--- config.mk ---
export PLATFORM = sky130hd
export DESIGN_NAME = rd_stream_gen
export DESIGN_NICKNAME = d
export VERILOG_FILES = /design/src/rtl/rsg_pkg.sv /design/src/rtl/rsg_cell_timer.sv /design/src/rtl/rsg_check_enc.sv /design/src/rtl/rsg_serializer.sv /design/src/rtl/rd_stream_gen.sv
export SDC_FILE = /design/constraint.sdc
export NUM_CORES = 1
export LEC_CHECK = 0
export ABC_AREA = 1
export BUFFER_PORTS_ARGS = -buffer_cell sky130_fd_sc_hd__buf_2
export CAP_MARGIN = 30
export CORE_UTILIZATION = 44
export DETAILED_ROUTE_END_ITERATION = 7
export PLACE_DENSITY = 0.64
export SLEW_MARGIN = 20
export SYNTH_ARGS = -nofsm -noshare
export SYNTH_HDL_FRONTEND = slang
export SYNTH_HIERARCHICAL = 1
export SYNTH_SLANG_ARGS = --single-unit
--- constraint.sdc ---
create_clock -name clk_i -period 5.46 [get_ports clk_i]
set_input_delay 0.546 -clock clk_i [delete_from_list [all_inputs] [get_ports clk_i]]
set_output_delay 0.546 -clock clk_i [all_outputs]
set_load 0.02 [all_outputs]
--- src/rtl/rsg_pkg.sv ---
package rsg_pkg;
  localparam int DATA_BITS = 16;
  localparam int CHK_BITS  = 4;
  localparam int WORD_CELLS = DATA_BITS + CHK_BITS;
  localparam int IDX_W = $clog2(WORD_CELLS);
  localparam logic [DATA_BITS-1:0] SYNC_WORD = 16'h8000;

  typedef enum logic [1:0] {
    ST_IDLE,
    ST_PRE,
    ST_SYNC,
    ST_DATA
  } rsg_state_e;
endpackage

--- src/rtl/rsg_cell_timer.sv ---
module rsg_cell_timer #(
  parameter int CELL_CYC = 139
) (
  input  logic clk_i,
  input  logic rst_ni,
  input  logic run_i,
  input  logic restart_i,
  output logic phase_a_o,
  output logic cell_end_o
);
  localparam int CW   = (CELL_CYC > 2) ? $clog2(CELL_CYC) : 1;
  localparam int HALF = CELL_CYC / 2;

  logic [CW-1:0] cyc_q;

  assign cell_end_o = run_i && (cyc_q == CW'(CELL_CYC - 1));
  assign phase_a_o  = (cyc_q < CW'(HALF));

  always_ff @(posedge clk_i or negedge rst_ni) begin
    if (!rst_ni) begin
      cyc_q <= '0;
    end else if (restart_i) begin
      cyc_q <= '0;
    end else if (run_i) begin
      if (cell_end_o) cyc_q <= '0;
      else            cyc_q <= cyc_q + 1'b1;
    end
  end
endmodule

--- src/rtl/rsg_check_enc.sv ---
module rsg_check_enc
  import rsg_pkg::*;
(
  input  logic [DATA_BITS-1:0]  data_i,
  output logic [WORD_CELLS-1:0] cells_o
);
  logic [$clog2(DATA_BITS+1)-1:0] ones;
  logic [1:0]                     need;

  always_comb begin
    ones = '0;
    for (int i = 0; i < DATA_BITS; i++) ones = ones + $bits(ones)'(data_i[i]);
  end

  // ones needed to reach the next multiple of four
  assign need = 2'd0 - ones[1:0];

  assign cells_o[DATA_BITS-1:0] = data_i;

  for (genvar j = 0; j < CHK_BITS; j++) begin : g_chk
    assign cells_o[DATA_BITS+j] = (need > 2'(j));
  end
endmodule

--- src/rtl/rsg_serializer.sv ---
module rsg_serializer
  import rsg_pkg::*;
(
  input  logic                  clk_i,
  input  logic                  rst_ni,
  input  logic                  clear_i,
  input  logic                  load_i,
  input  logic                  shift_i,
  input  logic [WORD_CELLS-1:0] cells_i,
  output logic                  bit_o,
  output logic                  fetch_cell_o,
  output logic                  last_cell_o
);
  logic [WORD_CELLS-1:0] sr_q;
  logic [IDX_W-1:0]      idx_q;

  assign bit_o        = sr_q[0];
  assign fetch_cell_o = (idx_q == IDX_W'(WORD_CELLS - 2));
  assign last_cell_o  = (idx_q == IDX_W'(WORD_CELLS - 1));

  always_ff @(posedge clk_i or negedge rst_ni) begin
    if (!rst_ni) begin
      sr_q  <= '0;
      idx_q <= '0;
    end else if (clear_i) begin
      sr_q  <= '0;
      idx_q <= '0;
    end else if (load_i) begin
      sr_q  <= cells_i;
      idx_q <= '0;
    end else if (shift_i) begin
      sr_q  <= {1'b0, sr_q[WORD_CELLS-1:1]};
      idx_q <= idx_q + 1'b1;
    end
  end
endmodule

--- src/rtl/rd_stream_gen.sv ---
module rd_stream_gen
  import rsg_pkg::*;
#(
  parameter int CELL_CYC = 139,
  parameter int PRE_CYC  = 25000,
  parameter int N_WORDS  = 321,
  parameter int ADDR_W   = $clog2(N_WORDS + 1)
) (
  input  logic                 clk_i,
  input  logic                 rst_ni,
  input  logic                 start_i,
  output logic [ADDR_W-1:0]    rd_addr_o,
  input  logic [DATA_BITS-1:0] rd_data_i,
  output logic                 clk_pulse_o,
  output logic                 data_pulse_o,
  output logic                 busy_o
);
  localparam int PRE_CELLS = (PRE_CYC + CELL_CYC - 1) / CELL_CYC;
  localparam int PW = $clog2(PRE_CELLS + 1);
  localparam logic [ADDR_W-1:0] LAST_W = ADDR_W'(N_WORDS - 1);

  rsg_state_e             state_q, state_d;
  logic [PW-1:0]          pre_cnt_q;
  logic [ADDR_W-1:0]      widx_q;
  logic [ADDR_W-1:0]      addr_q;
  logic [DATA_BITS-1:0]   stage_q;

  logic run, go, phase_a, cell_end;
  logic ser_clear, ser_load, ser_shift, ser_bit, fetch_cell, last_cell;
  logic pre_done, word_done, sector_done, do_fetch;
  logic [DATA_BITS-1:0]  enc_in;
  logic [WORD_CELLS-1:0] enc_cells;

  assign run = (state_q != ST_IDLE);
  assign go  = (state_q == ST_IDLE) && start_i;

  rsg_cell_timer #(.CELL_CYC(CELL_CYC)) u_timer (
    .clk_i      (clk_i),
    .rst_ni     (rst_ni),
    .run_i      (run),
    .restart_i  (go),
    .phase_a_o  (phase_a),
    .cell_end_o (cell_end)
  );

  assign enc_in = (state_q == ST_PRE) ? SYNC_WORD : stage_q;

  rsg_check_enc u_enc (
    .data_i  (enc_in),
    .cells_o (enc_cells)
  );

  assign pre_done    = (state_q == ST_PRE) && cell_end && (pre_cnt_q == PW'(PRE_CELLS - 1));
  assign word_done   = cell_end && last_cell && ((state_q == ST_SYNC) || (state_q == ST_DATA));
  assign sector_done = word_done && (state_q == ST_DATA) && (widx_q == LAST_W);
  // capture next word one cell ahead of its first bit
  assign do_fetch    = cell_end && fetch_cell &&
                       ((state_q == ST_SYNC) || ((state_q == ST_DATA) && (widx_q != LAST_W)));

  assign ser_clear = go || sector_done;
  assign ser_load  = pre_done || (word_done && !sector_done);
  assign ser_shift = cell_end && !ser_load;

  rsg_serializer u_ser (
    .clk_i        (clk_i),
    .rst_ni       (rst_ni),
    .clear_i      (ser_clear),
    .load_i       (ser_load),
    .shift_i      (ser_shift),
    .cells_i      (enc_cells),
    .bit_o        (ser_bit),
    .fetch_cell_o (fetch_cell),
    .last_cell_o  (last_cell)
  );

  always_comb begin
    state_d = state_q;
    unique case (state_q)
      ST_IDLE: if (start_i)   state_d = ST_PRE;
      ST_PRE:  if (pre_done)  state_d = ST_SYNC;
      ST_SYNC: if (word_done) state_d = ST_DATA;
      ST_DATA: if (sector_done) state_d = ST_IDLE;
      default: state_d = ST_IDLE;
    endcase
  end

  always_ff @(posedge clk_i or negedge rst_ni) begin
    if (!rst_ni) begin
      state_q   <= ST_IDLE;
      pre_cnt_q <= '0;
      widx_q    <= '0;
      addr_q    <= '0;
      stage_q   <= '0;
    end else begin
      state_q <= state_d;
      if (go) begin
        pre_cnt_q <= '0;
        widx_q    <= '0;
        addr_q    <= '0;
      end else if ((state_q == ST_PRE) && cell_end && !pre_done) begin
        pre_cnt_q <= pre_cnt_q + 1'b1;
      end
      if (do_fetch) stage_q <= rd_data_i;
      if (sector_done) begin
        widx_q <= '0;
        addr_q <= '0;
      end else if (word_done) begin
        if (state_q == ST_DATA) widx_q <= widx_q + 1'b1;
        addr_q <= addr_q + 1'b1;
      end
    end
  end

  assign rd_addr_o    = addr_q;
  assign busy_o       = run;
  assign clk_pulse_o  = run && phase_a;
  assign data_pulse_o = run && !phase_a && ser_bit;
endmodule

==> summary.txt <==
GRT
  – Initial antenna violation count: 0
  – Largest net degree at the start of global routing: 53
  – Grt ovf: 0
  – Vias in the first global route: 4,023
  – Tot GR Track Use: 19.60%
  – First-pass GRT wire length: 18,060 um

Worst setup path
  – Buffers and inverters on the worst path: 3
  – Worst Path Required: 5.67 ns
  – Worst setup SP type: flip-flop
  – WS Path Type: flip-flop to flip-flop
  – Worst Path Arrival: 4.34 ns
  – Crit end category: flip-flop
  – CP max stage delay: 0.62 ns
  – Max stage delay cell, worst path: nor2_1
  – CP Max Fanout: 21
  – Crit-path cells: inv_1, ha_1, inv_1, nand2_1, inv_1, nand2_1, nor2_1, nand2_1, nor2_4, nand3_1, nand2_2, nand2_1, nor2_1, nand2_2, nand2_1, o21ai_0
  – CP top delay family: simple AND/OR/NAND/NOR gates
  – Cell repeated most along the worst path: nand2_1

Timing
  – Final min period: 4.129 ns
  – Unrepaired setup endpoints after global routing: no
  – Final Slew Violations: 0
  – Slew @ Worst Pin: 0.6561 ns
  – Fin Setup TNS: 0 ns
  – Slew headroom: 56.26%
  – Clk_skew: 0.006392 ns
  – Crit share post-route: 75.62%
  – Peak Freq: 0.2422 GHz
  – Hold Fails Final Rpt: 0
  – Post-layout worst setup margin: 1.331 ns
  – Final setup fails: 0

Clock tree
  – Htree depth: 3
  – Postcts setup bufs: 0
  – Clock tree buffer depth: 2
  – Clock-pin transition on the worst setup and hold timing paths: 0.06 ns
  – Worst-skew pair later-pin latency: 0.34 ns
  – CTS Hold Buffers Added: 0
  – Root buffer cell: clkbuf_16
  – TritonCTS buffer count: 9
  – Clock Sink Count: 77
  – CTS resizes: 0
  – CTS tree: done

Finish
  – Final Net Count: 744
  – Most common cell after layout, fill and taps aside: nand2_1
  – Fraction of layout cells with a size suffix above 1: 12.91%
  – Leading cell types in the layout, fill and taps excluded: 193 x nand2_1, 101 x inv_1, 77 x dfrtp_1
  – Number of diodes: 0
  – Filler Cell Count: 1,068
  – Layout Area Growth over Synthesis: 9.342%

Routing
  – Vias post-DR: 4,114
  – Post-Route WL: 10,200 um
  – First-pass DRT Iterations: 4
  – Detailed-route DRC error count: 0
  – Starting DRT DRC Count: 211
  – Antenna-violating nets left: 0
  – DR WL/cell: 12.07 um
  – Routed vias/inst: 4.869

Logic synthesis
  – Synth warn: 6
  – Seq/Total Area, Yosys: 38.67%
  – Synth unique cells: 36
  – Mapped Cells: 688
  – Avg Cell Area, Syn: 7.242 um2
  – Top FF cell, synth: dfrtp_1
  – Post-synth EDFFs: 0
  – #FFs+latches synth: 77
  – Net Count, Synth: 732
  – FFs w/ async S/R, synth: 100.0%
  – Cell Area, Synth: 4982 um2

Power and ir drop
  – Total Power: 2.828 mW
  – Pwr/cell area: 519.1 nW/um2
  – Max VDD drop: 0.0003761 V
  – LEAKAGE: 3.019 nW

Placement
  – Pre-CTS setup slack: 1.334 ns
  – GP Congestion: 0.8573
  – Port bufs: 30
  – Post-DP HPWL: 7519 um

Status
  – Status: finished clean

Floorplanning
  – Core area: 10,940 um2
  – Die H: 108.4 um
  – Initial core utilization: 45.56%
  – I/O Pins: 31
  – Die ar.: 11,750 um2
  – Site row count: 38
  – Die X: 108.4 um

Worst hold path
  – Hold WC Path Type: input port to async pin

Job
  – MaxCap Viol Count: 0
==> layer usage <==
metal | part of all wire (%) | GRT usage, % | vias up | wire length (um)
li1 | - | - | 2147 | -
met1 | 49 | 26.15 | 1898 | 4963
met2 | 47 | 31.28 | 60 | 4825
met3 | 2.6 | 2.833 | 9 | 265
met4 | 1.4 | 9.266 | 0 | 147
met5 | 0 | 0 | - | 0
==> worst paths after layout <==
check                      slack, ns                          to              startpoint  cells after the start
setup / recovery                1.33  u_ser/sr_q[11]$_DFFE_PN0P_  state_q[0]$_DFFE_PN0P_                     16
hold / removal                  0.13         widx_q[4]$_DFF_PN0_                  rst_ni                      1
setup reg to reg                1.33  u_ser/sr_q[11]$_DFFE_PN0P_  state_q[0]$_DFFE_PN0P_                     16
hold reg to reg                 0.47      stage_q[1]$_DFFE_PN0P_  stage_q[1]$_DFFE_PN0P_                      2
max in group asynchronous       4.74      state_q[0]$_DFFE_PN0P_                  rst_ni                      2
min in group clk_i              0.43      stage_q[4]$_DFFE_PN0P_            rd_data_i[4]                      3
==> report_power, final <==
part           total [mW]  leakage (nW)  switching, mW  internal (mW)
logic                1.47          1.88          0.928          0.541
clock network       0.685         0.169          0.241          0.445
registers           0.674         0.970         0.0437          0.630
total                2.83          3.02           1.21           1.62
==> worst register-to-register path, stage by stage, from the launching register on <==
cell and delay (ns):
dfrtp_1 0.40, inv_1 0.10, ha_1 0.24, inv_1 0.18
nand2_1 0.07, inv_1 0.05, nand2_1 0.05, nor2_1 0.25
nand2_1 0.20, nor2_4 0.21, nand3_1 0.22, nand2_2 0.18
nand2_1 0.41, nor2_1 0.62, nand2_2 0.28, nand2_1 0.38
o21ai_0 0.15
==> sequential cells by signal, summed over array words and instances (netlist names) <==
register	cells
u_ser/sr_q	20
state_q	2
stage_q	16
widx_q	9
u_timer/cyc_q	8
u_ser/idx_q	5
rd_addr_o	9
pre_cnt_q	8
==> cells in the mapped netlist, types with 8 or more instances <==
| master | n | area share (%) |
|---|---|---|
| a21oi_1 | 9 | 0.90 |
| buf_4 | 18 | 2.7 |
| dfrtp_1 | 77 | 39 |
| ha_1 | 21 | 5.3 |
| inv_1 | 101 | 7.6 |
| nand2_1 | 193 | 15 |
| nand3_1 | 62 | 6.2 |
| nand4_1 | 8 | 1.0 |
| nor2_1 | 62 | 4.7 |
| o21ai_0 | 42 | 4.2 |
| o21ai_1 | 10 | 1.0 |
| or2_2 | 13 | 1.6 |
==> stage by stage <==
step | cells | hold WS, ns | util, % | cell area, um2
5_1_grt | 845 | 0.1623 | 49.82 | 5448
3_3_place_gp | 828 | 0.4551 | 46.46 | 5081
3_5_place_dp | 829 | 0.4630 | 46.72 | 5109
2_1_floorplan | 688 | 0.2504 | - | 4982
6_report | 845 | 0.1315 | 49.82 | 5448
4_1_cts | 845 | 0.1406 | 49.82 | 5448
==> cell families after synthesis <==
family | share of synthesized area (%)
buffers and inverters | 13.08
DFF | 38.67
other | 0.07527
xor gates and xnor gates | 1.055
AOI/OAI and AO/OA | 8.087
adders and majority gates | 6.881
and+or+nand+nor | 32.14
==> layout make-up <==
type / count / area (um2) / area share [%]
clock buffers: 9 / 225.2 / 4.134
multi-input cells: 469 / 2404 / 44.12
clock inverters: 7 / 113.9 / 2.090
inverters: 112 / 422.9 / 7.763
repair buffers: 31 / 180.2 / 3.307
well taps: 140 / 175.2 / 3.215
flip-flops and latches: 77 / 1927 / 35.37
No activity file was read; power rests on OpenSTA's default activity.
